File: src/rtl/wdt_pkg.sv
package wdt_pkg;
    localparam int unsigned OFS_LOAD  = 'h00;
    localparam int unsigned OFS_VALUE = 'h04;
    localparam int unsigned OFS_CTRL  = 'h08;
    localparam int unsigned OFS_ICLR  = 'h0C;
    localparam int unsigned OFS_RAW   = 'h10;
    localparam int unsigned OFS_MASK  = 'h14;

    typedef enum logic [1:0] {
        ALM_QUIET       = 2'd0,
        ALM_RAISED      = 2'd1,
        ALM_TRIP_QUIET  = 2'd2,
        ALM_TRIP_RAISED = 2'd3
    } alarm_state_t;

    typedef struct packed {
        logic wr_load;
        logic wr_ctrl;
        logic wr_iclr;
    } wr_strobe_t;
endpackage

File: src/rtl/wdt_ctrl_regs.sv
module wdt_ctrl_regs
    import wdt_pkg::*;
#(
    parameter int DATA_W    = 32,
    parameter int ADDR_W    = 8,
    parameter bit LOCK_CTRL = 1'b0
) (
    input  logic              clk,
    input  logic              rst_n,
    input  logic              wr_en,
    input  logic [ADDR_W-1:0] addr,
    input  logic [DATA_W-1:0] wdata,
    output logic [DATA_W-1:0] load_q,
    output logic              inten_q,
    output logic              resen_q,
    output wr_strobe_t        strobe,
    output logic              en_rise
);
    logic ctrl_wr_ok;

    always_comb begin
        strobe.wr_load = wr_en && (addr == ADDR_W'(OFS_LOAD));
        strobe.wr_ctrl = wr_en && (addr == ADDR_W'(OFS_CTRL));
        strobe.wr_iclr = wr_en && (addr == ADDR_W'(OFS_ICLR));
    end

    generate
        if (LOCK_CTRL) begin : g_locked
            assign ctrl_wr_ok = strobe.wr_ctrl && !inten_q;
        end else begin : g_open
            assign ctrl_wr_ok = strobe.wr_ctrl;
        end
    endgenerate

    assign en_rise = ctrl_wr_ok && !inten_q && wdata[0];

    always_ff @(posedge clk or negedge rst_n) begin
        if (!rst_n) begin
            load_q  <= '1;
            inten_q <= 1'b0;
            resen_q <= 1'b0;
        end else begin
            if (strobe.wr_load) begin
                load_q <= wdata;
            end
            if (ctrl_wr_ok) begin
                inten_q <= wdata[0];
                resen_q <= wdata[1];
            end
        end
    end
endmodule

File: src/rtl/wdt_down_counter.sv
module wdt_down_counter #(
    parameter int DATA_W = 32
) (
    input  logic              clk,
    input  logic              rst_n,
    input  logic [DATA_W-1:0] load_val,
    input  logic [DATA_W-1:0] wdata,
    input  logic              set_from_wdata,
    input  logic              reload,
    input  logic              run_tick,
    output logic [DATA_W-1:0] cnt_q,
    output logic              hit_zero
);
    logic [DATA_W-1:0] nxt;

    always_comb begin
        nxt      = (cnt_q == '0) ? load_val : cnt_q - 1'b1;
        hit_zero = run_tick && (nxt == '0);
    end

    always_ff @(posedge clk or negedge rst_n) begin
        if (!rst_n) begin
            cnt_q <= '1;
        end else if (set_from_wdata) begin
            cnt_q <= wdata;
        end else if (reload) begin
            cnt_q <= load_val;
        end else if (run_tick) begin
            cnt_q <= nxt;
        end
    end
endmodule

File: src/rtl/wdt_alarm_fsm.sv
module wdt_alarm_fsm
    import wdt_pkg::*;
(
    input  logic clk,
    input  logic rst_n,
    input  logic hit_zero,
    input  logic clr,
    input  logic resen,
    output logic raw,
    output logic rst_req
);
    alarm_state_t state_q, state_d;

    always_ff @(posedge clk or negedge rst_n) begin
        if (!rst_n) begin
            state_q <= ALM_QUIET;
        end else begin
            state_q <= state_d;
        end
    end

    always_comb begin
        state_d = state_q;
        unique case (state_q)
            ALM_QUIET: begin
                if (hit_zero) state_d = ALM_RAISED;
            end
            ALM_RAISED: begin
                if (clr)                    state_d = ALM_QUIET;
                else if (hit_zero && resen) state_d = ALM_TRIP_RAISED;
            end
            ALM_TRIP_QUIET: begin
                if (hit_zero) state_d = ALM_TRIP_RAISED;
            end
            ALM_TRIP_RAISED: begin
                if (clr) state_d = ALM_TRIP_QUIET;
            end
        endcase
    end

    always_comb begin
        unique case (state_q)
            ALM_QUIET:       begin raw = 1'b0; rst_req = 1'b0; end
            ALM_RAISED:      begin raw = 1'b1; rst_req = 1'b0; end
            ALM_TRIP_QUIET:  begin raw = 1'b0; rst_req = 1'b1; end
            ALM_TRIP_RAISED: begin raw = 1'b1; rst_req = 1'b1; end
        endcase
    end
endmodule

File: src/rtl/wdog_timer.sv
module wdog_timer
    import wdt_pkg::*;
#(
    parameter int DATA_W    = 32,
    parameter int ADDR_W    = 8,
    parameter bit LOCK_CTRL = 1'b0
) (
    input  logic              clk,
    input  logic              rst_n,
    input  logic              tick_en,
    input  logic              wr_en,
    input  logic [ADDR_W-1:0] addr,
    input  logic [DATA_W-1:0] wdata,
    output logic [DATA_W-1:0] rdata,
    output logic              irq,
    output logic              rst_req
);
    logic [DATA_W-1:0] load_q;
    logic [DATA_W-1:0] cnt_q;
    logic              inten;
    logic              resen;
    logic              en_rise;
    logic              hit_zero;
    logic              raw;
    logic              run_tick;
    wr_strobe_t        strobe;

    wdt_ctrl_regs #(.DATA_W(DATA_W), .ADDR_W(ADDR_W), .LOCK_CTRL(LOCK_CTRL)) u_regs (
        .clk     (clk),
        .rst_n   (rst_n),
        .wr_en   (wr_en),
        .addr    (addr),
        .wdata   (wdata),
        .load_q  (load_q),
        .inten_q (inten),
        .resen_q (resen),
        .strobe  (strobe),
        .en_rise (en_rise)
    );

    assign run_tick = tick_en && !wr_en && inten;

    wdt_down_counter #(.DATA_W(DATA_W)) u_cnt (
        .clk            (clk),
        .rst_n          (rst_n),
        .load_val       (load_q),
        .wdata          (wdata),
        .set_from_wdata (strobe.wr_load),
        .reload         (en_rise || strobe.wr_iclr),
        .run_tick       (run_tick),
        .cnt_q          (cnt_q),
        .hit_zero       (hit_zero)
    );

    wdt_alarm_fsm u_fsm (
        .clk      (clk),
        .rst_n    (rst_n),
        .hit_zero (hit_zero),
        .clr      (strobe.wr_iclr),
        .resen    (resen),
        .raw      (raw),
        .rst_req  (rst_req)
    );

    assign irq = raw && inten;

    always_comb begin
        rdata = '0;
        if (addr == ADDR_W'(OFS_LOAD))       rdata = load_q;
        else if (addr == ADDR_W'(OFS_VALUE)) rdata = cnt_q;
        else if (addr == ADDR_W'(OFS_CTRL))  rdata = DATA_W'({resen, inten});
        else if (addr == ADDR_W'(OFS_RAW))   rdata = DATA_W'(raw);
        else if (addr == ADDR_W'(OFS_MASK))  rdata = DATA_W'(irq);
    end
endmodule

File: config.mk
export PLATFORM = sky130hd
export DESIGN_NAME = wdog_timer
export DESIGN_NICKNAME = d
export VERILOG_FILES = /design/src/rtl/wdt_pkg.sv /design/src/rtl/wdt_ctrl_regs.sv /design/src/rtl/wdt_down_counter.sv /design/src/rtl/wdt_alarm_fsm.sv /design/src/rtl/wdog_timer.sv
export SDC_FILE = /design/constraint.sdc
export NUM_CORES = 1
export LEC_CHECK = 0
export BUFFER_PORTS_ARGS = -buffer_cell sky130_fd_sc_hd__buf_2
export CAP_MARGIN = 20
export CORE_MARGIN = 2
export CORE_UTILIZATION = 57
export DETAILED_ROUTE_END_ITERATION = 16
export PLACE_DENSITY = 0.82
export SKIP_LAST_GASP = 1
export SLEW_MARGIN = 40
export SYNTH_ARGS = -nofsm -noshare
export SYNTH_HDL_FRONTEND = slang
export SYNTH_SLANG_ARGS = --single-unit
File: constraint.sdc
create_clock -name clk -period 4 [get_ports clk]
set_clock_uncertainty 0.2 [all_clocks]
set_input_delay 0.8 -clock clk [delete_from_list [all_inputs] [get_ports clk]]
set_output_delay 0.8 -clock clk [all_outputs]
set_load 0.05 [all_outputs]
# After elaboration in Yosys (flattened, before gate mapping)
# Index checks and enable logic that the tools add are counted.
# Widths: inputs -> output; s select.
totals:
  ff_bits: 68
  wordCells: 58
op_classes:
  reduce_logical: 23
  add_sub_neg: 1
  eq_ne: 12
  mux: 17
op_table:
  columns: ["operator", "count"]
  rows:
  - ["$mux 32", 6]
  - ["$logic_not 32->1", 2]
  - ["$sub 32x1->32 const B", 1]
  - ["$eq 8x4->1 const B", 2]
  - ["$eq 8x5->1 const B", 2]
  - ["$mux 2", 6]
  - ["$logic_and 1x1->1", 10]
  - ["$eq 8x3->1 const B", 1]
  - ["$logic_not 8->1", 1]
  - ["$pmux 2 s4", 1]
  - ["$reduce_or 2->1", 4]
  - ["$ne 2x1->1 const B", 3]
  - ["$eq 2x2->1 const B", 2]
  - ["$pmux 1 s2", 2]
  - ["$reduce_and 4->1", 1]
  - ["$ne 3x1->1 const B", 1]
  - ["$reduce_bool 3->1", 1]
  - ["$eq 2x1->1 const B", 1]
  - ["$logic_not 1->1", 2]
  - ["$logic_not 2->1", 1]
  - ["$mux 1", 2]
  - ["$logic_or 1x1->1", 1]

# Longest topological paths before layout
depth:
  word_depth: 9
  mapped_depth: 11
  mapped_depth_nobuf: 9

# Cells and area by module
# From an unflattened synthesis, not the netlist that was laid out.
hier_totals:
  hier_cells: 565
  hier_area_um2: 5093.6
by_module_without_submodules:
  columns: ["module", "area_per_inst_um2", "n_inst", "cells_each", "seq_area_each_um2"]
  rows:
  - ["wdt_down_counter", 2921.6, 1, 391, 840.8]
  - ["wdt_ctrl_regs", 1456.4, 1, 81, 890.9]
  - ["wdog_timer", 628.1, 1, 86, 0.0]
  - ["wdt_alarm_fsm", 87.6, 1, 7, 50.0]

# Worst setup path after synthesis
# Ideal clock, no wire load.
synth_path:
  kind: "input port to output port"
  start: "input addr[0]"
  end: "output rdata[1]"
  stages: 2
  n_path_buf: 0
  arrival_ns: 2.896
  path_slack_ns: 0.104
  required_time_ns: 3.000
  path_cell_list: "or4_1 > nor4_1"
synth_between:
  elab_chain_cells: 4
  elab_cells_between_ends: 6
synth_lines:
  columns: ["element", "line", "text"]
  rows:
  - ["start: declaration", "wdog_timer.sv:12", "input logic [ADDR_W-1:0] addr,"]
  - ["$eq 8x4->1", "wdog_timer.sv:71", "else if (addr == ADDR_W'(OFS_CTRL)) rdata = DATA_W'({resen, inten});"]
  - ["$mux 2", "wdog_timer.sv:71", null]
  - ["$mux 32", "wdog_timer.sv:70", "else if (addr == ADDR_W'(OFS_VALUE)) rdata = cnt_q;"]
  - ["$mux 32 *", "wdog_timer.sv:69", "if (addr == ADDR_W'(OFS_LOAD)) rdata = load_q;"]
  - ["end: declaration", "wdog_timer.sv:14", "output logic [DATA_W-1:0] rdata,"]
# Mark *: on every way between the ends. The rest lies on a longest branch, timed or not.

# Final worst setup path
layout_path:
  start: "input addr[0]"
  end: "output rdata[11]"
layout_between:
  elab_chain_cells: 3
  elab_cells_between_ends: 4
layout_lines:
  columns: ["element", "line"]
  rows:
  - ["$eq 8x3->1", "wdog_timer.sv:70"]
  - ["$mux 32", "wdog_timer.sv:70"]
  - ["$mux 32 *", "wdog_timer.sv:69"]
# Marked as above.

==> impl_metrics.py <==
metrics = {
    "final_layout": {
        "diodes": 0,
        "syn2layout_area_growth_pct": 14.3,
        "utilization_pct": 66.6,
        "ff_latch_area_sq_mm": 0.00178,
        "multi_input_area_sq_mm": 0.00278,
        "final_cell_mix": "nand2_1 (118), nor2_1 (91), buf_2 (76)",
        "drive_gt1_share_pct": 28.9,
        "nets": 689,
        "final_common_cell": "nand2_1",
        "fin_cells": 751,
        "fillCellCount": 691,
    },
    "sta": {
        "slew_violations": 0,
        "setup_tns_ns": 0,
        "setup_viol": 0,
        "fin_crit_ns": 3.63,
        "fmax_mhz": 276,
        "whs_ns": 0.230,
        "relSlewSlack_pct": 63.3,
        "grt_setup_unrepaired": "false",
        "worst_pin_slew_ns": 0.546,
        "finalCritPeriodShare_pct": 90.7,
        "hold_viol_final": 0,
    },
    "critical_path": {
        "critical_path.startpoint": "addr[0]",
        "crit_arrival_ns": 2.63,
        "path_class": "in2out",
        "critPathMaxFanout": 20,
        "crit_path_start_kind": "primary input",
        "cp-end-kind": "primary output",
        "cp.required_ns": 3.00,
        "reg2reg_from": "u_cnt.cnt_q[0]",
    },
    "detailed_routing": {
        "drt-initial-drc-count": 360,
        "routedWlPerCell_microns": 17.4,
        "drt_first_pass_iters": 5,
        "drtAntennaViolNets": 0,
        "routed_via_density": 6.22,
        "vias": 4670,
        "route.detailed.drc": 0,
        "wl_microns": 13100,
    },
    "global_route": {
        "overflow": 0,
        "met1_usage_pct": 43.0,
        "use_met3_pct": 6.01,
        "use_met2_pct": 46.2,
        "grt_pass1_vias": 4255,
        "antenna_found_initial": 0,
        "grt_use_total_pct": 30.1,
        "grt_max_degree": 46,
        "busiest_layer": "met2",
        "grt_pass1_wl_microns": 21400,
    },
    "placement": {
        "placed_cells": 737,
        "place.gp.congestion": 0.998,
        "dpl.hpwl_microns": 9330,
        "portBuffers": 77,
    },
    "power": {
        "vdd_ir_drop_max_v": 0.000232,
        "power.density_mw_per_mm2": 486,
        "total_leakage_power_uw": 0.00246,
    },
    "synthesis": {
        "synthFlopType": "dfstp_2",
        "synth_area_leaders": "dfstp_2 (35%), nand2_1 (9.3%), nor2_1 (7.3%), mux2i_1 (7.1%), clkbuf_1 (2.3%)",
        "synth-seq-cells": 68,
        "synth_top_cell_by_area": "dfstp_2",
        "ys_warn_count": 0,
        "ys_types": 63,
        "synth_seq_area_share_pct": 37.4,
        "synth_top_area_share_pct": 35.3,
        "syn-cell-area_sq_mm": 0.00476,
        "synthArstFlopShare_pct": 100,
        "synth_edf_count": 0,
        "postSynthCellCount": 579,
        "syn_area_per_cell_sq_um": 8.22,
        "synth_nets": 625,
    },
    "floorplanning": {
        "rows": 33,
        "die_w_microns": 95.4,
        "core_area_sq_mm": 0.00818,
        "start_util_pct": 58.2,
        "die_area_sq_mm": 0.00910,
        "die_y_microns": 95.4,
        "io_pins": 78,
    },
    "cts": {
        "cts_tree": "done",
        "hold_buffers": 0,
        "ctsResizeCount": 0,
        "path_clk_slew_ns": 0.07,
        "cts_buffers": 9,
        "root_buffer": "clkbuf_8",
        "cts_sinks": 68,
        "post_cts_buffers": 0,
        "clkLatencyLatePin_ns": 0.35,
        "cts.path.max_buffers": 2,
        "htree_levels": 3,
    },
    "outcome": {
        "status": "completed",
    },
    "min_path": {
        "hold_class": "in2async",
    },
    "run": {
        "maxCapViolCount": 0,
    },
}
[Yosys cell counts (11+ instances only)]
| cell type | count |
|---|---|
| nand2_1 | 118 |
| nor2_1 | 92 |
| dfstp_2 | 64 |
| mux2i_1 | 34 |
| clkbuf_1 | 29 |
| a31oi_1 | 16 |
| o21ai_0 | 15 |
| nor3_1 | 13 |
| o211ai_1 | 13 |
| inv_1 | 11 |
[through the flow]
step,instance area [sq um],total power (uW),setup WS [ns]
floorplan,4760,1820,0.104
global placement,5240,2020,0.475
global route,5440,2800,0.247
finish,5440,2650,0.370
detailed placement,5250,2060,0.389
CTS,5440,2630,0.380
[worst max-delay path, cell delays in order]
cell,delay (ns)
buf_2,0.10
or4_1,0.59
or4_1,0.46
buf_4,0.24
nor2_1,0.15
buf_2,0.28
[final timing paths]
kind / cells past startpoint / end / slack (ns)
worst max-delay path: 6 / rdata[11] / 0.37
worst min-delay path: 1 / u_regs.resen_q / 0.23
worst max register to register: 9 / u_fsm.state_q[0] / 0.49
worst min register to register: 2 / u_fsm.state_q[1] / 0.27
max in group asynchronous: 2 / u_regs.load_q[15] / 2.57
min in group clk: 2 / u_fsm.state_q[1] / 0.27
[area by class of cell]
class	instances	share of cell area [%]
Multi-Input combinational cell	460	51.0
Clock buffer	12	2.85
Sequential cell	68	32.7
Clock inverter	2	0.644
Inverter	11	0.759
Tap cell	105	2.41
Timing Repair Buffer	93	9.57
[sequential cells by signal (all words and copies together), names as in the netlist]
| signal | cells |
|---|---|
| u_cnt.cnt_q | 32 |
| u_regs.load_q | 32 |
| u_fsm.state_q | 2 |
| u_regs.inten_q | 1 |
| u_regs.resen_q | 1 |
[power breakdown]
part	leakage (uW)	internal [uW]	switching (uW)
clock network	0.0000983	315	258
registers	0.000717	935	274
logic	0.00165	395	469
total	0.00246	1650	1000
[cells by family after synthesis]
| logic type | synth area share [%] |
|---|---|
| buffers and inverters | 4.57 |
| XOR/XNOR | 3.68 |
| AO/OA/AOI/OAI | 15.9 |
| adder cells (fa/ha/maj) | 0.525 |
| multiplexers | 8.09 |
| flip-flops | 37.4 |
| AND/OR/NAND/NOR | 29.8 |
[routing by layer]
layer,vias to the layer above,wire (microns)
met5,-,0
met4,0,221
met3,23,1070
met2,221,5980
met1,2234,5820
li1,2192,-
No activity file was read; power rests on OpenSTA's default activity.
